File: src/rtl/mcrd_pkg.sv
package mcrd_pkg;
  localparam int NUM_RATIO = 6;
  localparam int CODE_W = 3;
  localparam logic [CODE_W-1:0] FALLBACK_CODE = 3'd5;

  // master clocks per sample period, ascending by code
  function automatic int ratioOf(input int idx);
    case (idx)
      0: return 128;
      1: return 192;
      2: return 256;
      3: return 384;
      4: return 512;
      default: return 768;
    endcase
  endfunction

  typedef struct packed {
    logic clearCount;    // hold period counter at zero
    logic restartCount;  // word-clock edge: start a new period
  } dpStrobe_t;
endpackage

File: src/rtl/mcrd_sync_edge.sv
module mcrd_sync_edge #(
  parameter int STAGES = 2
) (
  input  logic clk,
  input  logic rstN,
  input  logic din,
  output logic rise
);
  logic [STAGES-1:0] shiftQ;
  logic prevQ;

  genvar g;
  generate
    for (g = 0; g < STAGES; g++) begin : gStage
      if (g == 0) begin : gFirst
        always_ff @(posedge clk or negedge rstN)
          if (!rstN) shiftQ[g] <= 1'b0;
          else       shiftQ[g] <= din;
      end else begin : gRest
        always_ff @(posedge clk or negedge rstN)
          if (!rstN) shiftQ[g] <= 1'b0;
          else       shiftQ[g] <= shiftQ[g-1];
      end
    end
  endgenerate

  always_ff @(posedge clk or negedge rstN)
    if (!rstN) prevQ <= 1'b0;
    else       prevQ <= shiftQ[STAGES-1];

  assign rise = shiftQ[STAGES-1] & ~prevQ;
endmodule

File: src/rtl/mcrd_datapath.sv
module mcrd_datapath import mcrd_pkg::*; #(
  parameter int CNT_W = 12,
  parameter int TOL = 32,
  parameter int SYNC_STAGES = 2
) (
  input  logic              clk,
  input  logic              rstN,
  input  logic              mclkIn,
  input  logic              wclkIn,
  input  dpStrobe_t         strobe,
  output logic              mclkRise,
  output logic              wclkRise,
  output logic [CODE_W-1:0] measCode,
  output logic              measHit
);
  localparam logic [CNT_W-1:0] CNT_MAX = '1;
  localparam int EXT_W = CNT_W + 2;

  logic [CNT_W-1:0] periodCnt;
  logic [CNT_W-1:0] measured;
  logic [NUM_RATIO-1:0] inWin;

  mcrd_sync_edge #(.STAGES(SYNC_STAGES)) uMclkSync (
    .clk(clk), .rstN(rstN), .din(mclkIn), .rise(mclkRise)
  );
  mcrd_sync_edge #(.STAGES(SYNC_STAGES)) uWclkSync (
    .clk(clk), .rstN(rstN), .din(wclkIn), .rise(wclkRise)
  );

  // a master edge coinciding with the word edge closes the current period
  assign measured = (mclkRise && periodCnt != CNT_MAX) ? periodCnt + 1'b1 : periodCnt;

  always_ff @(posedge clk or negedge rstN) begin
    if (!rstN)                                  periodCnt <= '0;
    else if (strobe.clearCount)                 periodCnt <= '0;
    else if (strobe.restartCount)               periodCnt <= '0;
    else if (mclkRise && periodCnt != CNT_MAX)  periodCnt <= periodCnt + 1'b1;
  end

  genvar i;
  generate
    for (i = 0; i < NUM_RATIO; i++) begin : gWin
      localparam int LO = (ratioOf(i) > TOL) ? ratioOf(i) - TOL : 0;
      localparam int HI = ratioOf(i) + TOL;
      assign inWin[i] = ({2'b00, measured} >= EXT_W'(LO)) &&
                        ({2'b00, measured} <= EXT_W'(HI));
    end
  endgenerate

  // lowest code wins where windows touch
  always_comb begin
    measCode = FALLBACK_CODE;
    measHit  = 1'b0;
    for (int k = NUM_RATIO - 1; k >= 0; k--) begin
      if (inWin[k]) begin
        measCode = CODE_W'(k);
        measHit  = 1'b1;
      end
    end
  end

  // a clear strobe leaves the counter at zero
  p_cleared_r8: assert property (@(posedge clk) disable iff (!rstN)
    strobe.clearCount |=> periodCnt == '0);
  // saturated counter stays put until restarted
  p_no_wrap_r9: assert property (@(posedge clk) disable iff (!rstN)
    (periodCnt == CNT_MAX && !strobe.clearCount && !strobe.restartCount) |=> periodCnt == CNT_MAX);
  // counter moves only on master edges or word-clock restarts
  p_count_step_r2: assert property (@(posedge clk) disable iff (!rstN)
    (!strobe.clearCount && !strobe.restartCount && !mclkRise) |=> $stable(periodCnt));
endmodule

File: src/rtl/mcrd_control.sv
module mcrd_control import mcrd_pkg::*; #(
  parameter int STALL_CYCLES = 500
) (
  input  logic              clk,
  input  logic              rstN,
  input  logic              mclkRise,
  input  logic              wclkRise,
  input  logic [CODE_W-1:0] measCode,
  input  logic              measHit,
  output dpStrobe_t         strobe,
  output logic [CODE_W-1:0] ratioCode,
  output logic              ratioMatched,
  output logic              powerSave
);
  localparam int IDLE_W = $clog2(STALL_CYCLES + 1);
  localparam logic [IDLE_W-1:0] IDLE_LAST = IDLE_W'(STALL_CYCLES - 1);

  logic [IDLE_W-1:0] idleCnt;
  logic              armed;
  logic              pendValid;
  logic [CODE_W-1:0] pendCode;
  logic              stallNow;

  assign stallNow = !powerSave && !mclkRise && (idleCnt == IDLE_LAST);
  assign strobe.clearCount   = powerSave;
  assign strobe.restartCount = wclkRise & ~powerSave;

  always_ff @(posedge clk or negedge rstN) begin
    if (!rstN) begin
      idleCnt      <= '0;
      armed        <= 1'b0;
      pendValid    <= 1'b0;
      pendCode     <= FALLBACK_CODE;
      ratioCode    <= FALLBACK_CODE;
      ratioMatched <= 1'b0;
      powerSave    <= 1'b0;
    end else if (powerSave) begin
      if (mclkRise) begin
        powerSave <= 1'b0;
        idleCnt   <= '0;
      end
    end else begin
      idleCnt <= mclkRise ? '0 : idleCnt + 1'b1;
      if (stallNow) begin
        powerSave <= 1'b1;
        armed     <= 1'b0;
        pendValid <= 1'b0;
      end else if (wclkRise) begin
        armed <= 1'b1;
        if (armed) begin
          ratioMatched <= measHit;
          pendCode     <= measCode;
          pendValid    <= 1'b1;
          if (pendValid && pendCode == measCode) ratioCode <= measCode;
        end
      end
    end
  end

  p_code_range_r3: assert property (@(posedge clk) disable iff (!rstN)
    ratioCode <= FALLBACK_CODE);
  p_accept_two_r5: assert property (@(posedge clk) disable iff (!rstN)
    (ratioCode != $past(ratioCode)) |-> ($past(pendValid) && $past(pendCode) == ratioCode));
  p_ps_exit_r8: assert property (@(posedge clk) disable iff (!rstN)
    (powerSave && mclkRise) |=> !powerSave);
  p_ps_hold_r8: assert property (@(posedge clk) disable iff (!rstN)
    powerSave |=> ($stable(ratioCode) && $stable(ratioMatched)));
  p_no_stall_on_edge_r7: assert property (@(posedge clk) disable iff (!rstN)
    (!powerSave && mclkRise) |=> !powerSave);
  p_stall_count_r7: assert property (@(posedge clk) disable iff (!rstN)
    $rose(powerSave) |-> $past(idleCnt) == IDLE_LAST);
endmodule

File: src/rtl/mclk_ratio_detect.sv
module mclk_ratio_detect import mcrd_pkg::*; #(
  parameter int CNT_W = 12,
  parameter int TOL = 32,
  parameter int SYNC_STAGES = 2,
  parameter int STALL_CYCLES = 500
) (
  input  logic       refClk,
  input  logic       rstN,
  input  logic       mclkIn,
  input  logic       wclkIn,
  output logic [2:0] ratioCode,
  output logic       ratioMatched,
  output logic       osr64,
  output logic       powerSave
);
  dpStrobe_t         strobe;
  logic              mclkRise;
  logic              wclkRise;
  logic [CODE_W-1:0] measCode;
  logic              measHit;

  mcrd_datapath #(.CNT_W(CNT_W), .TOL(TOL), .SYNC_STAGES(SYNC_STAGES)) uDp (
    .clk(refClk), .rstN(rstN), .mclkIn(mclkIn), .wclkIn(wclkIn),
    .strobe(strobe), .mclkRise(mclkRise), .wclkRise(wclkRise),
    .measCode(measCode), .measHit(measHit)
  );

  mcrd_control #(.STALL_CYCLES(STALL_CYCLES)) uCtl (
    .clk(refClk), .rstN(rstN), .mclkRise(mclkRise), .wclkRise(wclkRise),
    .measCode(measCode), .measHit(measHit), .strobe(strobe),
    .ratioCode(ratioCode), .ratioMatched(ratioMatched), .powerSave(powerSave)
  );

  // codes 0 and 1 (128x, 192x) run the filters at 64x
  assign osr64 = (ratioCode <= 3'd1);
endmodule

File: config.mk
export PLATFORM = sky130hd
export DESIGN_NAME = mclk_ratio_detect
export DESIGN_NICKNAME = d
export VERILOG_FILES = /design/src/rtl/mcrd_pkg.sv /design/src/rtl/mcrd_sync_edge.sv /design/src/rtl/mcrd_datapath.sv /design/src/rtl/mcrd_control.sv /design/src/rtl/mclk_ratio_detect.sv
export SDC_FILE = /design/constraint.sdc
export NUM_CORES = 1
export LEC_CHECK = 0
export ABC_AREA = 1
export BUFFER_PORTS_ARGS = -buffer_cell sky130_fd_sc_hd__buf_2
export CAP_MARGIN = 25
export CORE_MARGIN = 8
export CORE_UTILIZATION = 56
export CTS_CLUSTER_SIZE = 30
export DETAILED_ROUTE_END_ITERATION = 10
export PLACE_DENSITY = 0.82
export SETUP_SLACK_MARGIN = 0.5
export SLEW_MARGIN = 10
export SYNTH_ARGS = -nofsm -noshare
export SYNTH_HDL_FRONTEND = slang
export SYNTH_SLANG_ARGS = --single-unit
File: constraint.sdc
create_clock -name refClk -period 2.2 [get_ports refClk]
set_input_delay 0.22 -clock refClk [delete_from_list [all_inputs] [get_ports refClk]]
set_output_delay 0.22 -clock refClk [all_outputs]
set_load 0.01 [all_outputs]
### Yosys cells after proc, flatten, opt, wreduce, memory -nomap -nowiden

Cells that the tools add are included.

* $add $sub $neg: 2
* order comparisons: 13
* equal/unequal tests: 4
* muxes and demuxes: 25
* bitwise gates (word level): 7
* reductions and logical operators: 18

Operators with widths (number)
* $mux W12: 3
* $mux W9: 3
* $ge A12 B8 Y1 const B: 2
* $ge A12 B9 Y1 const B: 2
* $le A12 B10 Y1 const B: 2
* $le A12 B8 Y1 const B: 2
* $le A12 B9 Y1 const B: 2
* $mux W1: 15
* $add A12 B1 Y12 const B: 1
* $ge A12 B10 Y1 const B: 1
* $ge A12 B7 Y1 const B: 1
* $mux W3: 4
* $ne A12 B12 Y1 const B: 1
* $logic_and A1 B1 Y1: 10
* $add A9 B1 Y9 const B: 1
* $eq A9 B9 Y1 const B: 1
* $reduce_and A5 Y1: 1
* $not A1 Y1: 4
* $reduce_and A4 Y1: 1
* $reduce_bool A2 Y1: 2
* $and A1 B1 Y1: 3
* $eq A3 B3 Y1: 1
* $le A3 B1 Y1 const B: 1
* $reduce_and A3 Y1: 1
* 3 further kinds: 4

* bits in registers: 37
* input port bits: 4
* output and inout bits: 6
* logic and storage cells: 83

### Logic depth before layout (Yosys ltp)

Gate-level depths: netlist of run 1.

* word-level depth: 14
* depth in mapped cells: 21
* gate-level depth less buffers: 21

### Hierarchy

Synthesis of run 1 repeated with hierarchy kept, for this count alone.

* cells, all modules: 362
* area, all modules: 2509.9 um2

By module, submodules not included
* mcrd_datapath: times used 1, cells an instance 224, area an instance 1300.0 um2, sequential area each 300.3 um2
* mcrd_control: times used 1, cells an instance 127, area an instance 1036.0 um2, sequential area each 480.5 um2
* mcrd_sync_edge: times used 2, cells an instance 5, area an instance 85.1 um2, sequential area each 75.1 um2
* mclk_ratio_detect: times used 1, cells an instance 1, area an instance 3.8 um2, sequential area each 0.0 um2

### Worst setup path after synthesis of run 1

No wires, ideal clock.

* kind: reg-to-reg
* from: reg uDp.periodCnt[0]
* to: reg uCtl.ratioCode[1]
* arrival: 2.082 ns
* data required time: 2.083 ns
* slack: 0.001 ns
* cell stages (with the launch flop): 21
* path through: dfrtp_1 -> ha_1 -> nand2_1 -> nor2_4 -> nand3_4 -> nand2_8 -> nand2_2 -> nand2_4 -> nand3_2 -> nor2_4 -> nand3_1 -> nand2_1 -> nand2_2 -> nand2_4 -> nand2_4 -> nand2_2 -> nand2_2 -> nor2_4 -> nand3_2 -> nand2_1 -> nand2_1

* cells in the longest elaborated chain, start to end: 13
* elaborated cells between the ends (all ways): 27

RTL lines
* from (decl): line mcrd_datapath.sv:19 `logic [CNT_W-1:0] periodCnt;`
* from (signal assigned): line mcrd_datapath.sv:37 `else if (mclkRise && periodCnt != CNT_MAX) periodCnt <= periodCnt + 1'b1;`
* branches (longest 2 deep; another with $add A12 B1 Y12)
* $mux W12 (*): line mcrd_datapath.sv:31 `assign measured = (mclkRise && periodCnt != CNT_MAX) ? periodCnt + 1'b1 : periodCnt;`
* $ge A12 B9 Y1 or $le A12 B10 Y1 (tied branches): line mcrd_datapath.sv:45, mcrd_datapath.sv:46
* $logic_and A1 B1 Y1: line mcrd_datapath.sv:45 `assign inWin[i] = ({2'b00, measured} >= EXT_W'(LO)) &&`
* $mux W1: line mcrd_datapath.sv:55 `if (inWin[k]) begin`
* $mux W3 (3 in a row): line mcrd_datapath.sv:55
* $mux W3 (*): line mcrd_datapath.sv:55
* $eq A3 B3 Y1: line mcrd_control.sv:54 `if (pendValid && pendCode == measCode) ratioCode <= measCode;`
* $logic_and A1 B1 Y1: line mcrd_control.sv:54
* $reduce_and A5 Y1 (no source line)
* to (signal assigned): line mcrd_control.sv:54
* to (decl): line mcrd_control.sv:11 `output logic [CODE_W-1:0] ratioCode,`

Mark *: on every way between the ends.
A chain may end at the register's enable or synchronous reset.

### Worst setup path in the final report of run 1

* from: reg uDp.periodCnt[0]
* to: reg uCtl.ratioCode[2]

The elaborated chain is that of the path after synthesis.

==> flow_metrics.py, run 1 <==
metrics = {
    "status": {
        "outcome": "finished with violations",
        "violations": "setup timing",
    },
    "grt": {
        "grt.overflow.total": 0,
        "antenna_found_initial": 0,
        "grt_pass1_wl_mm": 9.76,
        "grt_max_degree": 38,
        "grt_pass1_vias": 2291,
        "grt_usage_pct": 18.5,
    },
    "yosys": {
        "synth_top_cell_by_area": "dfrtp_1",
        "yosys-top-cells-area": "dfrtp_1 (34%), nand2_1 (13%), nand2_2 (5.7%)",
        "avgSynthCellArea_sq_um": 7.69,
        "synth_cell_types": 35,
        "synthesis.area_sq_um": 2430,
        "syn_nets": 322,
        "synth_top_area_share_pct": 34.0,
        "synth-seq-area-share_pct": 38.3,
        "yosysWarnings": 0,
        "synthFlopType": "dfrtp_1",
        "async_reset_ff_share_pct": 100,
        "syn_inst": 316,
        "ys_seq_elements": 37,
        "synth_edf_count": 0,
    },
    "worst_setup_path": {
        "crit_path_start_kind": "register",
        "crit_path_end_kind": "register",
        "worst-path-max-fanout": 6,
        "critical_path_class": "register to register",
        "critical_path_required_ns": 2.44,
        "arrival_ns": 2.88,
    },
    "clock_network": {
        "cts-root-buf": "clkbuf_8",
        "clockBufferDepth": 2,
        "clkTransAtPathRegs_ns": 0.07,
        "clkLatencyLatePin_ns": 0.29,
        "h-tree-depth": 2,
        "cts.sinks": 37,
        "cts_made_buffers": 5,
        "tritoncts": "built",
    },
    "detailed_routing": {
        "dr.pass1.iters": 5,
        "drtIter0Drc": 144,
        "route.vias.total": 2359,
        "route.detailed.drc": 0,
        "vias_per_cell": 5.46,
        "wl_mm": 6.49,
        "ant_nets": 0,
        "wl_per_cell_um": 15.0,
    },
    "sta": {
        "holdWs_ns": 0.0114,
        "drv_slew": 0,
        "setup_violations": 7,
        "fin_crit_sh_pct": 120,
        "max_slew_margin_pct": 46.6,
        "fmax_mhz": 379,
        "clock_skew_ns": 0.00462,
        "period_needed_ns": 2.64,
        "worstMarginPinSlew_ns": 0.801,
        "fin_ws_ns": -0.440,
        "fin_setup_tns_ns": -1.89,
        "rsz0062_at_grt": "yes",
        "hold_violations": 0,
    },
    "layout": {
        "final_nets": 385,
        "layout_commonest_cell": "nand2_1",
        "insertedDiodeCount": 0,
        "area_growth_syn_to_layout_pct": 33.4,
        "drive_gt1_share_pct": 43.2,
        "fin_cells": 432,
        "final_cell_mix": "nand2_1 (67), buf_4 (47), nand2_2 (32), dfrtp_1 (32), inv_1 (31)",
        "utilization_pct": 76.0,
    },
    "min_path": {
        "hold_class": "primary input to async pin",
    },
    "power_and_ir_drop": {
        "p_leak_nw": 1.56,
        "p_per_area_nw_per_um2": 696,
        "ir_worst_vdd_v": 0.000998,
    },
    "floorplanning": {
        "die_y_um": 81.9,
        "rows": 24,
        "die_area_sq_um": 6700,
        "die_w_um": 81.9,
        "initial_utilization_pct": 57.0,
        "coreArea_sq_um": 4260,
        "ios": 10,
    },
    "placed_design": {
        "gp_congestion": 0.985,
        "dpl.hpwl_mm": 3.88,
        "dp.cells": 410,
        "io_buffers": 9,
    },
    "run": {
        "drv.max_cap_violation_count": 0,
    },
}
==> path summary, 6_finish.rpt <==
path / from / endpoint / slack (ns) / cells after the start
worst max-delay path: uDp.periodCnt[0]$_DFF_PN0_ / uCtl.ratioCode[2]$_DFFE_PN1P_ / -0.44 / 19
worst min-delay path: rstN / uCtl.ratioMatched$_DFFE_PN0P_ / 0.01 / 1
worst max register to register: uDp.periodCnt[0]$_DFF_PN0_ / uCtl.ratioCode[2]$_DFFE_PN1P_ / -0.44 / 19
worst min register to register: uDp.uMclkSync.shiftQ[0]$_DFF_PN0_ / uDp.uMclkSync.shiftQ[1]$_DFF_PN0_ / 0.35 / 0
max in group asynchronous: rstN / uDp.periodCnt[2]$_DFF_PN0_ / 1.63 / 1
min in group refClk: mclkIn / uDp.uMclkSync.shiftQ[0]$_DFF_PN0_ / 0.03 / 1
==> Yosys cell counts (2+ instances only) <==
master / number
xor2_1: 2
inv_2: 5
nand3_2: 4
a21oi_1: 12
nand3_1: 25
nor2_2: 2
nor2_1: 33
nand4_1: 9
dfstp_2: 4
nand2_4: 7
nand2_2: 22
nor3_1: 2
ha_1: 2
o21ai_0: 10
o21ai_2: 2
nand3_4: 2
dfrtp_1: 33
nand2_1: 84
inv_1: 31
nor2_4: 10
==> critical path, cell delays in order (launching register included) <==
cell and delay, ns:
dfrtp_1 0.42, ha_4 0.20, nand2_4 0.07, nor2_4 0.05, nand3_4 0.12, nand2_4 0.09, buf_4 0.15, o21ai_4 0.14
nand2_2 0.09, nor2_4 0.19, buf_4 0.14, nand3_2 0.08, nand2_1 0.10, nand2_2 0.11, nand3b_1 0.14, nand2_2 0.08
nand2_4 0.09, buf_4 0.11, nand4_1 0.12, nand2_1 0.09
==> cell type report <==
class | instances | area (sq um)
timing repair buffer | 57 | 409
clock buffer | 7 | 86.3
sequential | 37 | 932
clock inverter | 1 | 30.0
multi-input combinational | 241 | 1570
fill | 282 | 1020
tap | 52 | 65.1
inverter | 37 | 149
==> routing by layer <==
| metal | vias up | track usage (%) | wire (um) |
|---|---|---|---|
| li1 | 1144 | - | - |
| met3 | 17 | 3.61 | 249 |
| met4 | 0 | 8.07 | 161 |
| met5 | - | 0 | 0 |
| met2 | 66 | 32.4 | 3570 |
| met1 | 1132 | 21.3 | 2510 |
==> report_power, final <==
group | switching, W | internal, W | leakage, nW
clock | 0.000245 | 0.000370 | 0.0585
combinational | 0.000429 | 0.000314 | 1.05
sequential | 0.0000956 | 0.000800 | 0.460
total | 0.000769 | 0.00148 | 1.56
==> state kept, by name, summed over array words and instances (netlist names) <==
name	count
uDp.periodCnt	12
uCtl.idleCnt	9
uCtl.pendCode	3
uCtl.ratioCode	3
uDp.uMclkSync.shiftQ	2
uDp.uWclkSync.shiftQ	2
uCtl.armed	1
uCtl.pendValid	1
uCtl.powerSave	1
uCtl.ratioMatched	1
uDp.uMclkSync.prevQ	1
uDp.uWclkSync.prevQ	1
==> kinds of logic after synthesis <==
| family | synth area share (%) |
|---|---|
| and+or+nand+nor | 46.7 |
| DFF | 38.3 |
| xor gates and xnor gates | 0.721 |
| AOI/OAI and AO/OA | 7.01 |
| adders and majority gates | 1.03 |
| buffers and inverters | 6.18 |
==> repair_timing <==
action	in CTS	in global routing
endpoints found under the setup margin	7	8
resized for setup	17	40
pin swaps	13	37
hold endpoints to repair	0	0
setup buffers	2	11
hold buffers	0	0
gates cloned	1	0
==> metrics by stage <==
stage	total power [W]	cell area, sq um	setup WS [ns]
finish	0.00225	3240	-0.440
global placement	0.00147	2800	-0.168
global route	0.00237	3240	-0.537
CTS	0.00213	3000	-0.177
detailed placement	0.00148	2800	-0.244
floorplan	0.00127	2430	0.0173
No activity file was read; power rests on OpenSTA's default activity.
==> inputs of run 2 (changes only) <==
--- a/config.mk
+++ b/config.mk
@@ -9,10 +9,11 @@
 export BUFFER_PORTS_ARGS = -buffer_cell sky130_fd_sc_hd__buf_2
 export CAP_MARGIN = 25
 export CORE_MARGIN = 8
-export CORE_UTILIZATION = 56
-export CTS_CLUSTER_SIZE = 30
+export CORE_UTILIZATION = 40
+export CTS_CLUSTER_SIZE = 28
 export DETAILED_ROUTE_END_ITERATION = 10
-export PLACE_DENSITY = 0.82
+export PLACE_DENSITY = 0.64
+export REMOVE_ABC_BUFFERS = 1
 export SETUP_SLACK_MARGIN = 0.5
 export SLEW_MARGIN = 10
 export SYNTH_ARGS = -nofsm -noshare
==> run 2 against run 1 <==
  * The flow still finishes with violations (setup timing)
  * Sequential power down 0.9%
  * First-iteration DRC count shrank 25%
  * Core utilization fell by 22 points
  * Final cell count up 4.2%
  * Combinational power shrank 9.6%
  * Via count is 7.0% lower
  * Highest routed layer unchanged
==> flow_metrics.py, run 2 (synthesis gave the netlist of run 1 again) <==
metrics = {
    "floorplanning": {
        "initial_utilization_pct": 41.3,
        "die_w_um": 93.9,
        "rows": 28,
        "coreArea_sq_um": 5890,
        "die_area_sq_um": 8820,
        "die_y_um": 93.9,
        "ios": 10,
    },
    "clock_network": {
        "clkLatencyLatePin_ns": 0.29,
        "cts-root-buf": "clkbuf_8",
        "cts.sinks": 37,
        "clockBufferDepth": 2,
        "clkTransAtPathRegs_ns": 0.08,
        "tritoncts": "built",
        "h-tree-depth": 2,
        "ctsHoldBuffers": 0,
        "cts_made_buffers": 5,
    },
    "sta": {
        "fin_crit_sh_pct": 112,
        "fmax_mhz": 407,
        "fin_ws_ns": -0.255,
        "hold_violations": 0,
        "rsz0062_at_grt": "yes",
        "fin_setup_tns_ns": -1.15,
        "max_slew_margin_pct": 43.9,
        "clock_skew_ns": 0.00785,
        "period_needed_ns": 2.46,
        "worstMarginPinSlew_ns": 0.842,
        "drv_slew": 0,
        "setup_violations": 6,
    },
    "placed_design": {
        "gp_congestion": 0.876,
        "io_buffers": 9,
        "place_area_sq_um": 2810,
        "dpl.hpwl_mm": 3.87,
        "pre_cts_ws_ns": -0.214,
    },
    "layout": {
        "largest_reg_flops": 12,
        "final_nets": 380,
        "utilization_pct": 53.5,
        "reg.largest.list": "uDp.periodCnt (12), uCtl.idleCnt (9)",
        "top_register": "uDp.periodCnt",
        "regArea_sq_um": 931,
        "drive_gt1_share_pct": 41.9,
        "area_growth_syn_to_layout_pct": 29.7,
        "insertedDiodeCount": 0,
        "multiInputGateArea_sq_um": 1510,
        "final_design_area_no_fill_sq_um": 3150,
        "final_cell_mix": "nand2_1 (69), buf_4 (41), dfrtp_1 (33)",
        "layout_commonest_cell": "nand2_1",
        "fillers": 544,
    },
    "detailed_routing": {
        "wl_mm": 5.47,
        "dr.pass1.iters": 4,
        "route.vias.total": 2193,
        "drtIter0Drc": 108,
        "ant_nets": 0,
        "vias_per_cell": 4.87,
        "wl_per_cell_um": 12.2,
        "route.detailed.drc": 0,
    },
    "grt": {
        "use_met2_pct": 21.5,
        "grt-busiest-layer": "met2",
        "met1_usage_pct": 16.7,
        "antenna_found_initial": 0,
        "grt_pass1_wl_mm": 9.40,
        "grt.overflow.total": 0,
        "grt_use_met3_pct": 2.88,
        "grt_usage_pct": 13.2,
        "grt_max_degree": 38,
        "grt_pass1_vias": 2124,
    },
    "worst_setup_path": {
        "critical_path_class": "register to register",
        "regToRegStartpoint": "uDp.periodCnt[1]$_DFF_PN0_",
        "worstSetupStartpoint": "uDp.periodCnt[1]$_DFF_PN0_",
        "arrival_ns": 2.64,
        "crit_path_start_kind": "register",
        "worst-path-max-fanout": 6,
        "critical_path_required_ns": 2.39,
        "crit_path_end_kind": "register",
    },
    "power_and_ir_drop": {
        "ir_worst_vdd_v": 0.000560,
        "p_per_area_nw_per_um2": 655,
        "p_leak_nw": 1.53,
        "p_total_w": 0.00206,
    },
    "status": {
        "violations": "setup timing",
        "outcome": "finished with violations",
    },
    "min_path": {
        "hold_class": "primary input to async pin",
    },
    "run": {
        "drv.max_cap_violation_count": 0,
    },
}
-- run 2: cell types whose count changed in the layout (fill, tap and decap cells not counted), sizes merged --
cell    delta
buf        -5
bufinv     -1
clkbuf     -1
clkinv     +2
-- run 2: final cells by class --
type                       count  area share [%]
clock buffer                   6            2.62
clock inverter                 2           0.437
inverter                      37            4.57
multi-input combinational    241            47.9
sequential                    37            29.5
tap                           75            2.98
timing repair buffer          52            11.9
-- run 2: path summary, 6_finish.rpt --
| path | slack [ns] | endpoint | cells after the start |
|---|---|---|---|
| worst min register to register | 0.35 | uDp.uMclkSync.shiftQ[1]$_DFF_PN0_ | 0 |
| worst min-delay path | 0.02 | uDp.periodCnt[11]$_DFF_PN0_ | 1 |
| max in group asynchronous | 1.64 | uDp.uWclkSync.shiftQ[1]$_DFF_PN0_ | 1 |
| min in group refClk | 0.04 | uDp.uWclkSync.shiftQ[0]$_DFF_PN0_ | 1 |
| worst max register to register | -0.26 | uCtl.ratioCode[1]$_DFFE_PN0P_ | 20 |
| worst max-delay path | -0.26 | uCtl.ratioCode[1]$_DFFE_PN0P_ | 20 |
-- run 2: stage by stage --
step	cells	hold WS, ns
floorplan	314	-0.0756
global placement	432	0.328
detailed placement	432	0.335
CTS	443	0.0258
global route	450	0.0200
finish	450	0.0238
-- run 2: worst max-delay path: stages, from the launching register on --
cell,delay (ns)
dfrtp_1,0.42
buf_6,0.13
nand2_4,0.05
nor2_4,0.12
nand2_2,0.08
nor2_4,0.19
nand4_1,0.14
nand2_2,0.12
nand2_4,0.11
nor2_4,0.18
nand3_2,0.08
nand2_1,0.08
nand2_2,0.06
nand2_4,0.10
nand2_4,0.06
nand2_2,0.05
nand2_2,0.06
nor2_4,0.10
nand3_2,0.09
nand2_1,0.07
nand2_1,0.04
-- run 2: routing by layer --
layer | share of wire [%] | wire, um | up-vias
met2 | 49 | 2660 | 33
met4 | 1.2 | 66 | 0
met5 | 0 | 0 | -
li1 | - | - | 1129
met1 | 48 | 2620 | 1025
met3 | 2.2 | 123 | 6
-- run 2: power by group --
part           leakage, nW  internal, W  switching [W]
combinational         1.02     0.000293       0.000380
sequential           0.461     0.000799      0.0000892
clock               0.0512     0.000254       0.000251
total                 1.53      0.00135       0.000719
-- run 2: timing repair --
item,4_1_cts,5_1_grt
pin swaps,7,17
setup buffers,2,7
setup endpoints to repair,8,10
endpoints found under the hold margin,0,0
gates cloned,1,0
resized for setup,10,35
